## src/rtl/mbs_pkg.sv

```systemverilog
package mbs_pkg;

    typedef enum logic [2:0] {
        ST_IDLE = 3'd0,
        ST_T1   = 3'd1,
        ST_T2   = 3'd2,
        ST_T3   = 3'd3,
        ST_T4   = 3'd4
    } bus_state_t;

    function automatic logic in_data_phase(input bus_state_t s);
        return (s == ST_T2) || (s == ST_T3) || (s == ST_T4);
    endfunction

    function automatic logic in_cycle(input bus_state_t s);
        return s != ST_IDLE;
    endfunction

    function automatic logic can_accept(input bus_state_t s);
        return (s == ST_IDLE) || (s == ST_T4);
    endfunction

endpackage

```

## src/rtl/mbs_ready_sync.sv

```systemverilog
module mbs_ready_sync #(
    parameter int STAGES = 2
) (
    input  logic clk,
    input  logic rst,
    input  logic ardy_async,
    input  logic srdy,
    output logic rdy
);
    logic [STAGES-1:0] chain;

    generate
        for (genvar i = 0; i < STAGES; i++) begin : g_stage
            if (i == 0) begin : g_first
                always_ff @(posedge clk) begin
                    if (rst) chain[0] <= 1'b0;
                    else     chain[0] <= ardy_async;
                end
            end else begin : g_next
                always_ff @(posedge clk) begin
                    if (rst) chain[i] <= 1'b0;
                    else     chain[i] <= chain[i-1];
                end
            end
        end
    endgenerate

    assign rdy = chain[STAGES-1] | srdy;
endmodule

```

## src/rtl/mbs_seq_fsm.sv

```systemverilog
module mbs_seq_fsm
    import mbs_pkg::*;
#(
    parameter int DATA_W = 16
) (
    input  logic              clk,
    input  logic              rst,
    input  logic              req_valid,
    input  logic [DATA_W-1:0] req_addr_lo,
    input  logic              req_write,
    input  logic [DATA_W-1:0] req_wdata,
    input  logic              hold,
    input  logic              rdy,
    input  logic [DATA_W-1:0] ad_in,
    output bus_state_t        state,
    output logic              accept,
    output logic              eligible,
    output logic [DATA_W-1:0] lat_addr_lo,
    output logic              lat_write,
    output logic [DATA_W-1:0] lat_wdata,
    output logic              done,
    output logic [DATA_W-1:0] rdata
);
    assign eligible = can_accept(state) && !hold;
    assign accept   = eligible && req_valid;
    assign done     = (state == ST_T4);

    always_ff @(posedge clk) begin
        if (rst) begin
            state       <= ST_IDLE;
            lat_addr_lo <= '0;
            lat_write   <= 1'b0;
            lat_wdata   <= '0;
            rdata       <= '0;
        end else begin
            if (accept) begin
                lat_addr_lo <= req_addr_lo;
                lat_write   <= req_write;
                lat_wdata   <= req_wdata;
            end
            unique case (state)
                ST_IDLE: if (accept) state <= ST_T1;
                ST_T1:   state <= ST_T2;
                ST_T2:   state <= ST_T3;
                ST_T3: begin
                    if (rdy) begin
                        state <= ST_T4;
                        if (!lat_write) rdata <= ad_in;
                    end
                end
                ST_T4:   state <= accept ? ST_T1 : ST_IDLE;
                default: state <= ST_IDLE;
            endcase
        end
    end
endmodule

```

## src/rtl/mbs_pad_drive.sv

```systemverilog
module mbs_pad_drive
    import mbs_pkg::*;
#(
    parameter int ADDR_W = 20,
    parameter int DATA_W = 16
) (
    input  logic              clk,
    input  logic              rst,
    input  logic              hold,
    input  logic              aden,
    input  bus_state_t        state,
    input  logic              accept,
    input  logic [ADDR_W-1:0] req_addr,
    input  logic [DATA_W-1:0] lat_addr_lo,
    input  logic              lat_write,
    input  logic [DATA_W-1:0] lat_wdata,
    output logic [ADDR_W-1:0] addr_bus,
    output logic              addr_oe,
    output logic [DATA_W-1:0] ad_out,
    output logic              ad_oe,
    output logic              ale,
    output logic              ale_oe,
    output logic              bus_dir
);
    logic ale_set;
    logic ale_clr;
    logic floating;

    // The separate address bus moves on the falling edge of the accepting clock.
    always_ff @(negedge clk) begin
        if (rst)         addr_bus <= '0;
        else if (accept) addr_bus <= req_addr;
    end

    // Strobe rises with T1 and is cleared by the following falling edge.
    always_ff @(posedge clk) begin
        if (rst) ale_set <= 1'b0;
        else     ale_set <= accept;
    end

    always_ff @(negedge clk) begin
        if (rst) ale_clr <= 1'b0;
        else     ale_clr <= ale_set;
    end

    assign floating = rst || (hold && (state == ST_IDLE));
    assign ale      = ale_set && !ale_clr && !rst;
    assign addr_oe  = !floating;
    assign ale_oe   = !floating;
    assign bus_dir  = in_cycle(state) && lat_write;

    always_comb begin
        ad_out = '0;
        ad_oe  = 1'b0;
        if (state == ST_T1) begin
            ad_out = lat_addr_lo;
            ad_oe  = aden;
        end else if (in_data_phase(state)) begin
            ad_out = lat_wdata;
            ad_oe  = lat_write;
        end
        if (floating) ad_oe = 1'b0;
    end
endmodule

```

## src/rtl/mbs_strap_capture.sv

```systemverilog
module mbs_strap_capture #(
    parameter int DATA_W = 16
) (
    input  logic              clk,
    input  logic              rst,
    input  logic [DATA_W-1:0] pins,
    output logic [DATA_W-1:0] strap
);
    always_ff @(posedge clk) begin
        if (rst) strap <= pins;
    end
endmodule

```

## src/rtl/mux_bus_seq.sv

```systemverilog
module mux_bus_seq
    import mbs_pkg::*;
#(
    parameter int ADDR_W      = 20,
    parameter int DATA_W      = 16,
    parameter int SYNC_STAGES = 2
) (
    input  logic              clk,
    input  logic              rst,
    input  logic              req_valid,
    input  logic [ADDR_W-1:0] req_addr,
    input  logic              req_write,
    input  logic [DATA_W-1:0] req_wdata,
    output logic              req_ready,
    output logic              done,
    output logic [DATA_W-1:0] rdata,
    output logic [ADDR_W-1:0] addr_bus,
    output logic              addr_oe,
    output logic [DATA_W-1:0] ad_out,
    output logic              ad_oe,
    input  logic [DATA_W-1:0] ad_in,
    output logic              ale,
    output logic              ale_oe,
    output logic              bus_dir,
    input  logic              ardy_async,
    input  logic              srdy,
    input  logic              hold_req,
    input  logic              aden_cfg,
    output logic [DATA_W-1:0] strap_cfg
);
    bus_state_t        state_w;
    logic              rdy_w;
    logic              accept_w;
    logic [DATA_W-1:0] lat_addr_lo_w;
    logic              lat_write_w;
    logic [DATA_W-1:0] lat_wdata_w;

    mbs_ready_sync #(.STAGES(SYNC_STAGES)) u_rdy (
        .clk        (clk),
        .rst        (rst),
        .ardy_async (ardy_async),
        .srdy       (srdy),
        .rdy        (rdy_w)
    );

    mbs_seq_fsm #(.DATA_W(DATA_W)) u_fsm (
        .clk         (clk),
        .rst         (rst),
        .req_valid   (req_valid),
        .req_addr_lo (req_addr[DATA_W-1:0]),
        .req_write   (req_write),
        .req_wdata   (req_wdata),
        .hold        (hold_req),
        .rdy         (rdy_w),
        .ad_in       (ad_in),
        .state       (state_w),
        .accept      (accept_w),
        .eligible    (req_ready),
        .lat_addr_lo (lat_addr_lo_w),
        .lat_write   (lat_write_w),
        .lat_wdata   (lat_wdata_w),
        .done        (done),
        .rdata       (rdata)
    );

    mbs_pad_drive #(.ADDR_W(ADDR_W), .DATA_W(DATA_W)) u_pad (
        .clk         (clk),
        .rst         (rst),
        .hold        (hold_req),
        .aden        (aden_cfg),
        .state       (state_w),
        .accept      (accept_w),
        .req_addr    (req_addr),
        .lat_addr_lo (lat_addr_lo_w),
        .lat_write   (lat_write_w),
        .lat_wdata   (lat_wdata_w),
        .addr_bus    (addr_bus),
        .addr_oe     (addr_oe),
        .ad_out      (ad_out),
        .ad_oe       (ad_oe),
        .ale         (ale),
        .ale_oe      (ale_oe),
        .bus_dir     (bus_dir)
    );

    mbs_strap_capture #(.DATA_W(DATA_W)) u_strap (
        .clk   (clk),
        .rst   (rst),
        .pins  (ad_in),
        .strap (strap_cfg)
    );
endmodule

```

## config.mk

```make
export PLATFORM = sky130hd
export DESIGN_NAME = mux_bus_seq
export DESIGN_NICKNAME = d
export VERILOG_FILES = /design/src/rtl/mbs_pkg.sv /design/src/rtl/mbs_ready_sync.sv /design/src/rtl/mbs_seq_fsm.sv /design/src/rtl/mbs_pad_drive.sv /design/src/rtl/mbs_strap_capture.sv /design/src/rtl/mux_bus_seq.sv
export SDC_FILE = /design/constraint.sdc
export NUM_CORES = 1
export LEC_CHECK = 0
export BUFFER_PORTS_ARGS = -buffer_cell sky130_fd_sc_hd__buf_4
export CELL_PAD_IN_SITES_DETAIL_PLACEMENT = 1
export CELL_PAD_IN_SITES_GLOBAL_PLACEMENT = 2
export CORE_MARGIN = 2
export CORE_UTILIZATION = 28
export DETAILED_ROUTE_END_ITERATION = 10
export GPL_TIMING_DRIVEN = 0
export PLACE_DENSITY = 0.79
export SYNTH_ARGS = -nofsm -noshare
export SYNTH_HDL_FRONTEND = slang
export SYNTH_SLANG_ARGS = --single-unit
```

## constraint.sdc

```tcl
create_clock -name clk -period 2.04 [get_ports clk]
set_input_delay 0.204 -clock clk [delete_from_list [all_inputs] [get_ports clk]]
set_output_delay 0.204 -clock clk [all_outputs]
set_load 0.03 [all_outputs]
```

==> Yosys cells after proc, flatten, opt, wreduce, memory -nomap -nowiden <==
Cells that the tools add are included.
{ "totals": {"reg_bits": 92, "latchBits": 0, "mem_bits_rw": 0, "mem_bits_ro": 0, "inputBits": 60, "output_inout_bits": 75, "wordCells": 46, "memories": 0} }
{ "op_classes": {"addsub": 0, "n_mul": 0, "n_div": 0, "order_cmp": 0, "n_eq_ne": 6, "n_shift": 0, "mux": 9, "n_bitwise": 2, "reduce_logical": 18} }
{ "op_table": {"columns": ["op", "n"], "rows": [
  ["2-to-1 mux 16 bit", 2],
  ["one-hot mux 3 bit (5 select lines)", 1],
  ["equality test 3 x 2 -> 1 bit, second input constant", 2],
  ["logical AND 1 bit", 6],
  ["2-to-1 mux 3 bit", 2],
  ["zero test 1 bit", 4],
  ["logical OR 1 bit", 4],
  ["2-to-1 mux 1 bit", 4],
  ["equality test 3 x 1 -> 1 bit, second input constant", 1],
  ["equality test 3 bit, second input constant", 1],
  ["zero test 3 bit", 1],
  ["AND reduction 3 bit", 1],
  ["nonzero test 3 bit", 1],
  ["!= test 2 x 1 -> 1 bit, second input constant", 1],
  ["!= test 2 bit, second input constant", 1],
  ["AND reduction 2 bit", 1],
  ["NOT 1 bit", 1],
  ["bitwise OR 1 bit", 1]
]} }

==> Logic depth before layout (Yosys ltp) <==
Gate-level depths: netlist of the first run.
{ "depth": {"ltp_word": 6, "mapped_depth": 6, "ltp_nobuf": 3} }

==> Hierarchy <==
From an unflattened synthesis of the first run, not the netlist that was laid out.
{ "hier_totals": {"cells_unflattened": 383, "hier_area_um2": 3741.1} }
{ "modules_own_cells": {"columns": ["module", "n_inst", "cells_per_inst", "area_each_um2", "seq_area_each_um2"], "rows": [
  ["mbs_seq_fsm", 1, 226, 2050.7, 1041.0],
  ["mbs_pad_drive", 1, 136, 1151.1, 440.4],
  ["mbs_strap_capture", 1, 16, 480.5, 480.5],
  ["mbs_ready_sync", 1, 5, 58.8, 40.0]
]} }

==> metrics.txt, run 1 <==
antenna diode count 0; worst setup path start u_fsm.state[1]; Seq pwr share 43.3%; largest incremental delay on the critical path 0.57 ns; required time at the worst-slack endpoint 1.29 ns; Syn-to-layout area delta 62.7%; Synth top area share 41.5%; Syn Area/Cell 9.45 um^2; failing checks setup timing; global-route wire length before repair 20.0 mm; quantity of I/O buffers inserted on ports 134; Bufs on Longest Clock Path 2; critical path capture point type flip-flop; Final ANT Viol Nets 0; number of placement rows 41; Worst Hold Margin 0.0462 ns; number of distinct library cells after synthesis 30; critical path startpoint category flip-flop; overall overflow remaining after global route 0; count of clock tree sinks 92; fraction of the yosys area taken by sequential cells 54.6%; number of hold violations in the final report 0; transition time at the pin with the least slew margin 0.583 ns; routed len/inst 17.2 um; Core Util, Final 46.9%; max-slew headroom at the worst pin 61.1%; Die ar. 14000 um^2; net count of the mapped netlist 448; iteration-0 DRC count of the detailed router 138; dominant cell type by area after synthesis sky130_fd_sc_hd__dfxtp_1; start point of the worst min-delay path ad_in[7]; maximum fanout encountered on the critical timing path 7; via count 3507; # hold bufs at CTS 0; standard cell with the maximum stage delay on the critical path sky130_fd_sc_hd__or4b_4; post-layout net count 647; Pwr Density 774 nW/um^2; run status finished, violations left; maximum level of the CTS H-tree 3; layout cell share with drive strength beyond 1 47.8%; GRT Util Overall 18.2%; net switching power of the design 1.40 mW; number of cells in the design after placement 694; vias per cell 4.59; Worst Slack Setup Final -0.418 ns; Initial Utilization 28.8%; static leakage 2.51 nW; Clock Root Buffer sky130_fd_sc_hd__clkbuf_16; Primary FF master, synth sky130_fd_sc_hd__dfxtp_1; pre-CTS worst setup slack -1.03 ns; WL final 13.1 mm; class of the tightest hold or removal check in -> reg; post-detail-place hpwl 8.78 mm; number of antenna violations at the first check in global routing 0; total I/O pin count 135; DRC 0; pin count of the biggest net entering global routing 29; fraction of synthesis flops using an asynchronous set or reset pin 0%; via count of the first global-routing pass 3659; summed instance area of the synthesized netlist 3670 um^2; clock tree from TritonCTS done; total of warnings raised by yosys 0; clock network power share 39.0%; largest cells by area after synthesis sky130_fd_sc_hd__dfxtp_1, sky130_fd_sc_hd__edfxtp_1, sky130_fd_sc_hd__nand2_1, sky130_fd_sc_hd__a21oi_1, sky130_fd_sc_hd__nand2b_1; area of the core 12700 um^2; crit-path cells or4b_4 -> buf_12 -> clkbuf_16 -> nand2_4 -> a21oi_2; worst-case clock skew 0.0891 ns; critical path arrival 1.71 ns; clock latency at the later pin of the worst-skew pair 0.42 ns; drt first pass iters 4; final-report setup violation count 41; combinational power share 17.7%; final slew viol count 0; setup repair after global routing missed its margin yes; clock-pin slew of the registers on the worst-case setup and hold paths 0.07 ns; CTS Buf Count 9; Crit Reg-Reg Startpoint u_fsm.state[1]; horizontal die dimension 118 um; y dimension of the die 118 um; EDFF count, synth 16; type of the setup path with the least slack reg -> reg; Max-cap violations 0; last weighted congestion value of the routability-driven placer 0.752; overall power after layout 4.62 mW; largest delay contributor family on the critical path simple AND/OR/NAND/NOR gates; number of standard cells in the final layout excluding fillers 764; CP Buf/Inv Count 2; highest ir drop seen on vdd 494 uV; Post-Synthesis Cells 388; flip-flop and latch count after synthesis 92; switching share of power 30.3%; Int Power 3.22 mW
==> stage by stage <==
stage          TNS, ns  instance area (um^2)
3_5_place_dp    -18.74                  4890
2_1_floorplan    -7.92                  3670
6_report         -9.18                  5960
3_3_place_gp    -17.51                  4890
4_1_cts          -9.35                  5610
5_1_grt         -10.15                  5960
==> state kept, by name, summed over array words and instances (netlist names) <==
| register | cells |
|---|---|
| u_fsm.lat_addr_lo | 16 |
| u_fsm.lat_wdata | 16 |
| u_fsm.lat_write | 1 |
| u_fsm.rdata | 16 |
| u_fsm.state | 3 |
| u_pad.addr_bus | 20 |
| u_pad.ale_clr | 1 |
| u_pad.ale_set | 1 |
| u_rdy.chain | 2 |
| u_strap.strap | 16 |
==> layout by cell type, fill, tap and decap left out, drive strengths merged <==
cell      instances
buf             185
nand2           106
dfxtp            76
a21oi            54
nand2b           33
inv              26
clkbuf           22
o21ai            17
a22oi            16
mux2i            16
edfxtp           16
nor2b             7
nor3              3
nor2              2
clkinvlp          2
clkinv            2
nor4b             1
or4b              1
nor3b             1
a31oi             1
a21boi            1
and3b             1
a221oi            1
a2111oi           1
nand3             1
==> cell type report <==
type / count / area, um^2
Inverter: 2 / 7.51
Tap cell: 172 / 215
Sequential cell: 92 / 2050
Timing Repair Buffer: 171 / 1430
Fill cell: 1486 / 6760
Clock buffer: 9 / 225
Buffer: 27 / 238
Clock inverter: 28 / 136
Multi-Input combinational cell: 263 / 1660
==> timing repair <==
action / CTS / global route
cloned: 1 / 2
setup endpoints to repair: 53 / 58
buffers inserted: 17 / 17
pin swaps: 9 / 15
resized for setup: 79 / 60
==> synthesized netlist by cell type (3+ instances only) <==
master	instances
sky130_fd_sc_hd__nand2_2	10
sky130_fd_sc_hd__a21oi_1	52
sky130_fd_sc_hd__dfxtp_1	76
sky130_fd_sc_hd__nand2_1	96
sky130_fd_sc_hd__o21ai_0	16
sky130_fd_sc_hd__buf_6	11
sky130_fd_sc_hd__nand2b_1	33
sky130_fd_sc_hd__mux2i_1	16
sky130_fd_sc_hd__edfxtp_1	16
sky130_fd_sc_hd__inv_1	3
sky130_fd_sc_hd__a22oi_1	16
sky130_fd_sc_hd__nor2b_1	7
sky130_fd_sc_hd__clkbuf_1	12
sky130_fd_sc_hd__buf_2	4
==> routing by layer <==
layer	wire (um)	global-route usage [%]	vias up
met1	5760	22.5	1715
met5	0	0	-
met4	178	6.32	0
met3	408	2.61	11
met2	6760	32.2	75
li1	-	-	1706
==> logic make-up (layout without fill, tap and decap cells) <==
| family | count (synthesis) | after routing | synth area share (%) |
|---|---|---|---|
| and+or+nand+nor | 156 | 156 | 20.9 |
| DFF | 92 | 92 | 54.6 |
| AOI/OAI and AO/OA | 91 | 91 | 14.1 |
| buffers and inverters | 33 | 237 | 5.97 |
| muxes | 16 | 16 | 4.37 |
==> power groups by stage <==
stage                     combinational, mW  clock (mW)  sequential, mW
after global placement                0.634      0.0660            2.02
after global routing                  0.871        1.96            2.01
final                                 0.818        1.80            2.00
after detailed placement              0.645      0.0660            2.03
after CTS                             0.735        1.82            2.00
after floorplan                       0.261      0.0660            2.12
==> worst reg2reg max path, delay by kind of cell (launching register included) <==
kind / cells / cell delay, ns
AO/OA/AOI/OAI: 1 / 0.04
flip-flops: 1 / 0.37
AND/OR/NAND/NOR: 2 / 0.63
buffers and inverters: 2 / 0.34
==> final timing paths <==
check / to / slack, ns / cells after the start
setup / recovery: u_pad.addr_bus[15] / -0.42 / 5
setup reg to reg: u_pad.addr_bus[15] / -0.42 / 5
hold / removal: u_strap.strap[7] / 0.05 / 1
hold reg to reg: u_rdy.chain[1] / 0.44 / 1
(Power assumes the default switching activity.)
==> inputs of run 2 (changes only) <==
- HOLD_SLACK_MARGIN: default -> 0.05
==> metrics.txt, run 2 (same netlist as run 1, synthesis figures left out) <==
Final TNS setup -9.15 ns; overall power after layout 4.64 mW; count of clock tree sinks 92; Pwr Density 757 nW/um^2; quantity of I/O buffers inserted on ports 134; Syn-to-layout area delta 67.0%; pin count of the biggest net entering global routing 29; antenna diode count 0; Crit Reg-Reg Startpoint u_fsm.state[1]; static leakage 2.57 nW; type of the setup path with the least slack reg -> reg; clock-pin slew of the registers on the worst-case setup and hold paths 0.06 ns; final slew viol count 0; horizontal die dimension 118 um; required time at the worst-slack endpoint 1.29 ns; worst reg-to-reg path cell count 5; fillcell total 1480; number of hold violations in the final report 0; via count 3560; endpoint of the worst hold-timing path u_rdy.chain[0]; placed instance area 4890 um^2; transition time at the pin with the least slew margin 0.585 ns; number of flip-flops in the largest register 20; class of the tightest hold or removal check in -> reg; worst-case clock skew 0.0927 ns; number of antenna violations at the first check in global routing 0; drt first pass iters 4; area of the core 12700 um^2; Clock Root Buffer sky130_fd_sc_hd__clkbuf_16; critical path arrival 1.71 ns; most frequent standard cell in the layout excluding fill and tap cells sky130_fd_sc_hd__buf_4; WL final 13.3 mm; post-detail-place hpwl 8.78 mm; last weighted congestion value of the routability-driven placer 0.752; most frequent cells in the layout sky130_fd_sc_hd__buf_4, sky130_fd_sc_hd__nand2_1, sky130_fd_sc_hd__dfxtp_1; routed len/inst 17.1 um; CTS Buf Count 9; final-report setup violation count 41; largest reg by FF count u_pad.addr_bus; DRC 0; critical path capture point type flip-flop; Worst Slack Setup Final -0.417 ns; Reg-to-Reg End u_pad.addr_bus[15]; clock tree from TritonCTS done; flop-to-flop setup slack -0.42 ns; maximum level of the CTS H-tree 3; failing checks setup timing; overall overflow remaining after global route 0; GRT Util Overall 18.5%; layout cell share with drive strength beyond 1 46.5%; clock latency at the later pin of the worst-skew pair 0.42 ns; max-slew headroom at the worst pin 61.0%; start point of the worst min-delay path ardy_async; critical path startpoint category flip-flop; via count of the first global-routing pass 3755; run status finished, violations left; Worst Hold Margin 0.0814 ns; Die ar. 14000 um^2; highest ir drop seen on vdd 491 uV; worst hold path cell count 2; post-route cell area 6120 um^2; Bufs on Longest Clock Path 2; number of placement rows 41; maximum fanout encountered on the critical timing path 7; total I/O pin count 135; iteration-0 DRC count of the detailed router 124; y dimension of the die 118 um; Initial Utilization 28.8%; global-route wire length before repair 20.4 mm; post-layout net count 663; Final ANT Viol Nets 0; vias per cell 4.56; setup repair after global routing missed its margin yes; Max-cap violations 0
[run 2: cell types whose count changed in the layout (fill, tap and decap cells not counted)]
| cell | delta |
|---|---|
| sky130_fd_sc_hd__dlygate4sd3_1 | +16 |
[run 2: routing by layer]
metal	wire length [um]	global-route usage [%]	up-vias	part of all wire [%]
li1	-	-	1738	-
met1	5830	22.9	1750	44
met2	6980	33.2	64	52
met3	358	2.56	8	2.7
met4	146	5.58	0	1.1
met5	0	0	-	0
[run 2: what timing repair did]
item | 4_1_cts | 5_1_grt
hold buffers | 16 | 0
resized for setup | 79 | 60
setup buffers | 17 | 17
pin swaps | 9 | 15
gates cloned | 1 | 2
setup endpoints to repair | 53 | 56
hold endpoints to repair | 16 | 0
[run 2: layout make-up]
type	count	area [um^2]	area share, %
Sequential cell	92	2050	33.6
Multi-Input combinational cell	263	1660	27.1
Timing Repair Buffer	187	1590	26.0
Buffer	27	238	3.88
Clock buffer	9	225	3.68
Tap cell	172	215	3.51
Clock inverter	28	136	2.23
Inverter	2	7.51	0.123
[run 2: through the flow]
stage	worst slack, ns	util [%]	instances
2_1_floorplan	-0.422	-	388
5_1_grt	-0.435	48.1	780
3_5_place_dp	-1.03	38.4	694
3_3_place_gp	-0.968	38.4	694
6_report	-0.417	48.1	780
4_1_cts	-0.424	45.3	763
[run 2: worst max-delay path by stage]
| stage | startpoint | end | slack, ns | cells past startpoint |
|---|---|---|---|---|
| CTS | u_fsm.state[0] | u_pad.addr_bus[15] | -0.42 | 6 |
| global route | u_fsm.state[1] | u_pad.addr_bus[18] | -0.43 | 5 |
| finish | u_fsm.state[1] | u_pad.addr_bus[15] | -0.42 | 5 |
| floorplan | u_fsm.state[1] | u_pad.addr_bus[10] | -0.42 | 6 |
| detailed placement | rst | u_pad.addr_bus[13] | -1.03 | 5 |
| global placement | rst | u_pad.addr_bus[14] | -0.97 | 5 |
[run 2: critical path, cell delays in order (launching register included)]
cell                        delay (ns)
sky130_fd_sc_hd__dfxtp_4          0.37
sky130_fd_sc_hd__or4b_4           0.57
sky130_fd_sc_hd__buf_12           0.17
sky130_fd_sc_hd__clkbuf_16        0.16
sky130_fd_sc_hd__nand2_4          0.05
sky130_fd_sc_hd__a21oi_2          0.04
[run 2: where the power goes]
group | leakage (nW) | switching (mW) | internal [mW]
clock | 0.246 | 0.896 | 0.900
sequential | 0.788 | 0.0585 | 1.94
combinational | 1.54 | 0.445 | 0.399
total | 2.57 | 1.40 | 3.24
==> inputs of run 3 (changes only) <==
- clock period: 2.04 -> 2.8 ns (I/O delays scaled with it)
==> metrics.txt, run 3 (same netlist as run 1, synthesis figures left out) <==
clock latency at the later pin of the worst-skew pair 0.40 ns; count of clock tree sinks 92; Worst Slack Setup Final 0.0340 ns; Core Util, Final 42.3%; critical path capture point type flip-flop; Pwr Density 605 nW/um^2; largest delay contributor family on the critical path simple AND/OR/NAND/NOR gates; most frequent cells in the layout sky130_fd_sc_hd__buf_4, sky130_fd_sc_hd__nand2_1, sky130_fd_sc_hd__dfxtp_1; transition time at the pin with the least slew margin 0.650 ns; Crit Reg-Reg Startpoint u_fsm.state[0]; final slew viol count 0; worst hold path cell count 1; Final TNS setup 0 ns; CP Buf/Inv Count 2; placed instance area 4890 um^2; clock network power share 40.2%; Bufs on Longest Clock Path 2; clock-pin slew of the registers on the worst-case setup and hold paths 0.07 ns; required time at the worst-slack endpoint 1.67 ns; switching share of power 29.1%; Die ar. 14000 um^2; Clock Root Buffer sky130_fd_sc_hd__clkbuf_16; post-detail-place hpwl 8.90 mm; last weighted congestion value of the routability-driven placer 0.746; WL final 12.0 mm; post-layout net count 623; drt first pass iters 5; Initial Utilization 28.8%; Max-cap violations 0; total I/O pin count 135; global-route wire length before repair 19.1 mm; final-report setup violation count 0; pre-CTS worst setup slack -0.714 ns; overall overflow remaining after global route 0; static leakage 2.26 nW; Int Power 2.31 mW; area of the core 12700 um^2; critical path arrival 1.63 ns; maximum fanout encountered on the critical timing path 10; area of combinational cells with multiple inputs 1450 um^2; Reg-to-Reg End u_pad.addr_bus[10]; highest ir drop seen on vdd 318 uV; number of antenna violations at the first check in global routing 0; largest reg by FF count u_pad.addr_bus; worst-case clock skew 0.0769 ns; standard cell with the maximum stage delay on the critical path sky130_fd_sc_hd__or4b_4; crit-path most repeated cell sky130_fd_sc_hd__buf_8; via count 3363; run status completed; combinational power share 15.2%; worst reg-to-reg path cell count 5; Seq pwr share 44.6%; number of placement rows 41; crit-path cells or4b_4 -> buf_8 -> buf_8 -> nand2_1 -> a21oi_1; type of the setup path with the least slack reg -> reg; clock tree from TritonCTS done; net switching power of the design 945 uW; largest incremental delay on the critical path 0.52 ns; fillcell total 1534; routed len/inst 16.2 um; most frequent standard cell in the layout excluding fill and tap cells sky130_fd_sc_hd__buf_4; horizontal die dimension 118 um; pin count of the biggest net entering global routing 20; vias per cell 4.54; endpoint of the worst hold-timing path u_strap.strap[1]; antenna diode count 0; number of hold violations in the final report 0; Final ANT Viol Nets 0; y dimension of the die 118 um; Syn-to-layout area delta 46.7%; via count of the first global-routing pass 3636; maximum level of the CTS H-tree 3; setup repair after global routing missed its margin no; post-route cell area 5380 um^2; start point of the worst min-delay path ad_in[1]; class of the tightest hold or removal check in -> reg; number of cells in the design after placement 694; CTS Buf Count 9; max-slew headroom at the worst pin 56.7%; Worst Hold Margin 0.132 ns; register area 2010 um^2; flop-to-flop setup slack 0.03 ns; layout cell share with drive strength beyond 1 35.4%; number of flip-flops in the largest register 20; number of standard cells in the final layout excluding fillers 740; DRC 0; quantity of I/O buffers inserted on ports 134; critical path startpoint category flip-flop; overall power after layout 3.25 mW; # hold bufs at CTS 0; iteration-0 DRC count of the detailed router 143; GRT Util Overall 17.3%
-- run 3: cell types whose count changed in the layout (fill, tap and decap cells not counted), moves of 17 or more --
cell                      previous run  this run
sky130_fd_sc_hd__dfxtp_1            54        74
sky130_fd_sc_hd__a21oi_1            35        52
sky130_fd_sc_hd__buf_6              29         6
sky130_fd_sc_hd__nand2_4            17         0
sky130_fd_sc_hd__a21oi_2            19         2
sky130_fd_sc_hd__nand2_1            77        96
-- run 3: worst register-to-register path, delay by kind of cell (launching register included) --
kind,cells,cell delay (ns)
DFF,1,0.34
AOI/OAI and AO/OA,1,0.06
and+or+nand+nor,2,0.60
buffers and inverters,2,0.31
-- run 3: repair_timing --
item	CTS	global route
resized for setup	13	2
setup endpoints to repair	20	16
cloned	1	0
buffers inserted	12	0
pin swaps	2	0
-- run 3: worst max-delay path by stage --
stage,depth (start not counted),to,slack (ns),from
floorplan,6,u_pad.addr_bus[10],-0.04,u_fsm.state[1]
global placement,5,u_pad.addr_bus[13],-0.65,rst
detailed placement,5,u_pad.addr_bus[17],-0.71,rst
CTS,6,u_pad.addr_bus[5],0.01,u_fsm.state[1]
global route,5,u_pad.addr_bus[10],0.008,u_fsm.state[0]
finish,5,u_pad.addr_bus[10],0.03,u_fsm.state[0]
-- run 3: routing by layer --
layer	track usage [%]	part of all wire, %
met1	20.4	43
met2	31.3	52
met3	2.70	3.2
met4	6.77	1.7
met5	0	0
-- run 3: power by group through the flow --
stage | Combinational [mW] | Clock, mW | Sequential [mW]
after floorplan | 0.190 | 0.0481 | 1.54
after global placement | 0.462 | 0.0481 | 1.47
after detailed placement | 0.471 | 0.0481 | 1.48
after CTS | 0.500 | 1.34 | 1.45
after global routing | 0.531 | 1.43 | 1.46
final | 0.494 | 1.31 | 1.45
-- run 3: area by class of cell --
type                       instances  share of cell area, %
timing repair buffer             147                   21.0
multi-input combinational        263                   26.9
sequential                        92                   37.4
tap                              172                   4.00
inverter                           2                  0.140
clock buffer                      10                   4.44
clock inverter                    27                   2.37
buffer                            27                   3.75
